File: config.mk
export PLATFORM = sky130hd
export DESIGN_NAME = uart_irq_gate
export DESIGN_NICKNAME = d
export VERILOG_FILES = /design/src/rtl/uart_irq_pkg.sv /design/src/rtl/uart_irq_pend.sv /design/src/rtl/uart_irq_qual.sv /design/src/rtl/uart_irq_gate.sv
export SDC_FILE = /design/constraint.sdc
export NUM_CORES = 1
export LEC_CHECK = 0
export ABC_AREA = 1
export CORE_AREA = 2 2 39 41
export CTS_BUF_LIST = sky130_fd_sc_hd__clkbuf_4 sky130_fd_sc_hd__clkbuf_8
export CTS_CLUSTER_SIZE = 16
export DETAILED_ROUTE_END_ITERATION = 12
export DIE_AREA = 0 0 41 43
export DONT_BUFFER_PORTS = 1
export PLACE_DENSITY_LB_ADDON = 0.15
export SLEW_MARGIN = 30
export SYNTH_ARGS = -nofsm -noshare
export SYNTH_HDL_FRONTEND = slang
export SYNTH_SLANG_ARGS = --single-unit
export TNS_END_PERCENT = 50
File: constraint.sdc
create_clock -name clk -period 0.9 [get_ports clk]
set_input_delay 0.135 -clock clk [delete_from_list [all_inputs] [get_ports clk]]
set_output_delay 0.135 -clock clk [all_outputs]
set_load 0.03 [all_outputs]
File: src/rtl/uart_irq_pkg.sv
package uart_irq_pkg;
  localparam int NUM_SRC = 4;
  typedef enum int {
    SRC_TXE = 0,
    SRC_TXC = 1,
    SRC_RXA = 2,
    SRC_RXO = 3
  } irq_src_e;
endpackage

File: src/rtl/uart_irq_pend.sv
module uart_irq_pend #(
  parameter int N = 4
) (
  input  logic         clk,
  input  logic         rst,
  input  logic [N-1:0] flag,
  input  logic [N-1:0] allow,
  output logic [N-1:0] pend
);
  logic [N-1:0] flag_q;

  for (genvar i = 0; i < N; i++) begin : g_src
    always_ff @(posedge clk) begin
      if (rst) begin
        flag_q[i] <= 1'b0;
        pend[i]   <= 1'b0;
      end else begin
        flag_q[i] <= flag[i];
        if (!flag[i])
          pend[i] <= 1'b0;
        else if (!flag_q[i] && allow[i])
          pend[i] <= 1'b1;
      end
    end

    AST_PEND_HAS_FLAG: assert property (@(posedge clk) disable iff (rst)
      pend[i] |-> $past(flag[i]));
    AST_PEND_DROPS: assert property (@(posedge clk) disable iff (rst)
      !flag[i] |=> !pend[i]);
  end
endmodule

File: src/rtl/uart_irq_qual.sv
module uart_irq_qual #(
  parameter int WORD_W = 9
) (
  input  logic [WORD_W-1:0] rx_word,
  input  logic              frame9,
  input  logic              addr_det_en,
  output logic              rxa_allow
);
  localparam int TOP_LONG  = WORD_W - 1;
  localparam int TOP_SHORT = WORD_W - 2;

  logic [WORD_W-1:0] sel_mask;
  logic              top_bit;

  always_comb begin
    sel_mask = '0;
    if (frame9) sel_mask[TOP_LONG]  = 1'b1;
    else        sel_mask[TOP_SHORT] = 1'b1;
    top_bit   = |(rx_word & sel_mask);
    rxa_allow = !addr_det_en || top_bit;
  end
endmodule

File: src/rtl/uart_irq_gate.sv
module uart_irq_gate
  import uart_irq_pkg::*;
#(
  parameter int WORD_W = 9
) (
  input  logic              clk,
  input  logic              rst,
  input  logic              tx_empty,
  input  logic              tx_done,
  input  logic              rx_avail,
  input  logic              rx_overrun,
  input  logic [WORD_W-1:0] rx_word,
  input  logic              frame9,
  input  logic              en_tx_empty,
  input  logic              en_tx_done,
  input  logic              en_rx,
  input  logic              addr_det_en,
  input  logic              parity_en,
  input  logic              uart_ie,
  input  logic              global_ie,
  output logic              irq
);
  logic [NUM_SRC-1:0] flags, allow, pend, mask;
  logic               rxa_allow;
  logic               rxa_q;

  uart_irq_qual #(.WORD_W(WORD_W)) u_qual (
    .rx_word     (rx_word),
    .frame9      (frame9),
    .addr_det_en (addr_det_en),
    .rxa_allow   (rxa_allow)
  );

  always_comb begin
    flags          = '0;
    flags[SRC_TXE] = tx_empty;
    flags[SRC_TXC] = tx_done;
    flags[SRC_RXA] = rx_avail;
    flags[SRC_RXO] = rx_overrun;
    allow          = '1;
    allow[SRC_RXA] = rxa_allow;
    mask           = '0;
    mask[SRC_TXE]  = en_tx_empty;
    mask[SRC_TXC]  = en_tx_done;
    mask[SRC_RXA]  = en_rx;
    mask[SRC_RXO]  = en_rx;
  end

  uart_irq_pend #(.N(NUM_SRC)) u_pend (
    .clk   (clk),
    .rst   (rst),
    .flag  (flags),
    .allow (allow),
    .pend  (pend)
  );

  always_ff @(posedge clk) begin
    if (rst) begin
      irq   <= 1'b0;
      rxa_q <= 1'b0;
    end else begin
      irq   <= global_ie && uart_ie && |(pend & mask);
      rxa_q <= rx_avail;
    end
  end

  AST_IRQ_GATED: assert property (@(posedge clk) disable iff (rst)
    irq |-> $past(global_ie && uart_ie));
  AST_ADDR_REJECT: assert property (@(posedge clk) disable iff (rst)
    (addr_det_en && rx_avail && !rxa_q && !rx_word[WORD_W-1] && frame9)
      |=> !pend[SRC_RXA]);
  AST_ADDR_ACCEPT_PARITY: assert property (@(posedge clk) disable iff (rst)
    (addr_det_en && parity_en && rx_avail && !rxa_q && rx_word[WORD_W-1] && frame9)
      |=> pend[SRC_RXA]);
  AST_NO_RAISE_HIGH: assert property (@(posedge clk) disable iff (rst)
    (rx_avail && rxa_q && !pend[SRC_RXA]) |=> !pend[SRC_RXA]);
endmodule

==> flow_summary.json <==
{
  "gp_congestion": 0.6092,
  "worstPathRequired_ns": 1.10,
  "dp_hpwl_um": 409,
  "r2r_start": "u_pend.pend[2]$_SDFFE_PP0P_",
  "hold_viol": 0,
  "crit_fanout": 3,
  "via_count": 247,
  "area_growth_pct": 33.33,
  "clock-sinks": 9,
  "fp.dieH_um": 43,
  "crit_type": "input pin to register",
  "wl_per_cell_um": 8.565,
  "mostFrequentLayoutCells": "11 x inv_1, 8 x dfxtp_1, 6 x nand2_1",
  "slew_headroom_pct": 89.20,
  "hold_end": "irq$_SDFF_PP0_",
  "drtIter0Drc": 1,
  "min_period_ns": 0.8038,
  "finalCritPeriodShare_pct": 89.31,
  "drtAntennaViolNets": 0,
  "fmax_ghz": 1.244,
  "overflow": 0,
  "ff2ff_path_depth": 2,
  "cp-end-kind": "register",
  "pre_cts_ws_ns": 0.2004,
  "via_per_inst": 3.984,
  "irDropWorstVdd_v": 0.0009494,
  "htreeDepth": 1,
  "drc": 0,
  "die_area_um2": 1763,
  "pin_count": 24,
  "syn-cell-area_um2": 304.0,
  "grt_antenna_before_repair": 0,
  "p_per_area_nw_per_um2": 2011,
  "drive_gt1_share_pct": 10.87,
  "cts_root_buffer": "clkbuf_4",
  "hp-start": "global_ie",
  "cts_buffer_depth": 2,
  "crit_slowest_cell": "dlygate4sd3_1",
  "finClkSkew_ns": 0.004411,
  "drv_cap": 0,
  "crit_arrival_ns": 1.00,
  "setup.worst_path.start_class": "input pin",
  "cts_tree": "yes",
  "numPortBuffers": 0,
  "yosysTopAreaCellShare_pct": 59.26,
  "rsz0062_at_grt": "no",
  "cts_made_buffers": 3,
  "core_um2": 1384,
  "die_w_um": 41,
  "grt_pass1_wl_um": 807,
  "ys_seq_area_share_pct": 59.26,
  "final_max_slew_viol_count": 0,
  "layout.nets": 70,
  "setup_slack_ns": 0.09624,
  "yosysWarnings": 0,
  "worstPathCellList": "dlygate4sd3_1 > nor2_1 > o21a_1",
  "fill_cells": 160,
  "holdPathStages": 2,
  "tns_ns": 0,
  "row_count": 14,
  "cp_slowest_stage_delay_ns": 0.59,
  "grt_start_max_net_pins": 6,
  "yosysTopAreaCell": "dfxtp_1",
  "synth_nets": 60,
  "syn-mean-instance-area_um2": 8.217,
  "syn_inst": 37,
  "synthTopCellsByArea": "dfxtp_1 59%, inv_1 14%, nand2_1 7.4%",
  "yosysUniqueCellTypes": 9,
  "start_util_pct": 21.97,
  "wl_um": 531,
  "first_global_vias": 202,
  "finalSetupViolations": 0,
  "drt_pre_antenna_iters": 2,
  "status": "complete, no violations",
  "r2r-end": "irq$_SDFF_PP0_",
  "path_clk_slew_ns": 0.06,
  "diodes": 0,
  "final_common_cell": "inv_1",
  "synth-seq-cells": 9,
  "clk_latency_ns": 0.25,
  "tightestPinTransition_ns": 0.1603,
  "leakage_uw": 0.0001938,
  "hp-class": "input pin to register",
  "reg2reg_setup_slack_ns": 0.22,
  "grt_usage_pct": 7.972
}
worst max-delay path, delay by kind of cell:
kind                   cells  cell delay (ns)
buffers and inverters      1             0.59
AND/OR/NAND/NOR            1             0.16
AO/OA/AOI/OAI              1             0.13
metrics by stage:
| step | util, % | instance area [um^2] | cells | total power (uW) | hold slack [ns] |
|---|---|---|---|---|---|
| 2_1_floorplan | - | 304.0 | 37 | 465.8 | 0.2178 |
| 3_3_place_gp | 23.42 | 324.1 | 53 | 470.1 | 0.2206 |
| 3_5_place_dp | 23.42 | 324.1 | 53 | 472.2 | 0.2243 |
| 4_1_cts | 29.20 | 404.1 | 62 | 833.5 | 0.008926 |
| 5_1_grt | 29.29 | 405.4 | 62 | 868.7 | 0.009781 |
| 6_report | 29.29 | 405.4 | 62 | 815.2 | 0.01191 |
synthesized netlist by cell type:
cell / number
a21oi_1: 1
a31oi_1: 1
dfxtp_1: 9
inv_1: 11
nand2_1: 6
nand3_1: 2
nor2_1: 3
o21a_1: 3
o21ai_0: 1
cell type report:
type	instances	area [um^2]	area share, %
Tap cell	16	20.02	4.938
Clock buffer	4	30.03	7.407
Timing Repair Buffer	5	50.05	12.35
Sequential cell	9	181.4	44.75
Multi-Input combinational cell	17	82.58	20.37
Inverter	11	41.29	10.19
state kept, by name (all words and copies together), names as in the netlist:
signal / cells
u_pend.flag_q: 4
u_pend.pend: 4
irq: 1
where the power goes:
part	leakage (uW)	switching [uW]	internal [uW]	total, uW
Sequential	0.0000751	9.01	420	429
Clock	0.0000184	133	200	334
Combinational	0.000100	22.3	30.2	52.5
what timing repair did:
item                       4_1_cts  5_1_grt
setup endpoints to repair        0        1
hold buffers                     5        0
resized for setup                0        1
hold endpoints to repair         4        0
setup buffers                    0        0
metal layers:
layer / up-vias / share of wire (%) / global-route usage, %
li1: 128 / - / -
met1: 104 / 44 / 7.516
met2: 13 / 40 / 9.375
met3: 2 / 14 / 8.901
met4: 0 / 1.5 / 6.000
met5: - / 0 / 0
kinds of logic after synthesis:
kind of cell	Yosys count	share of synthesized area, %
AOI/OAI and AO/OA	6	12.75
buffers and inverters	11	13.58
DFF	9	59.26
and+or+nand+nor	11	14.40
how the worst max path moves through the flow:
stage                                             end  cells past startpoint                   startpoint
final                     u_pend.pend[3]$_SDFFE_PP0N_                      3                          rst
after global routing      u_pend.pend[3]$_SDFFE_PP0N_                      3                          rst
after CTS                                         irq                      0               irq$_SDFF_PP0_
after detailed placement               irq$_SDFF_PP0_                      2  u_pend.pend[2]$_SDFFE_PP0P_
after global placement                 irq$_SDFF_PP0_                      2  u_pend.pend[2]$_SDFFE_PP0P_
after floorplan                        irq$_SDFF_PP0_                      2  u_pend.pend[2]$_SDFFE_PP0P_
Note: power is estimated with default switching activity, not from simulation.
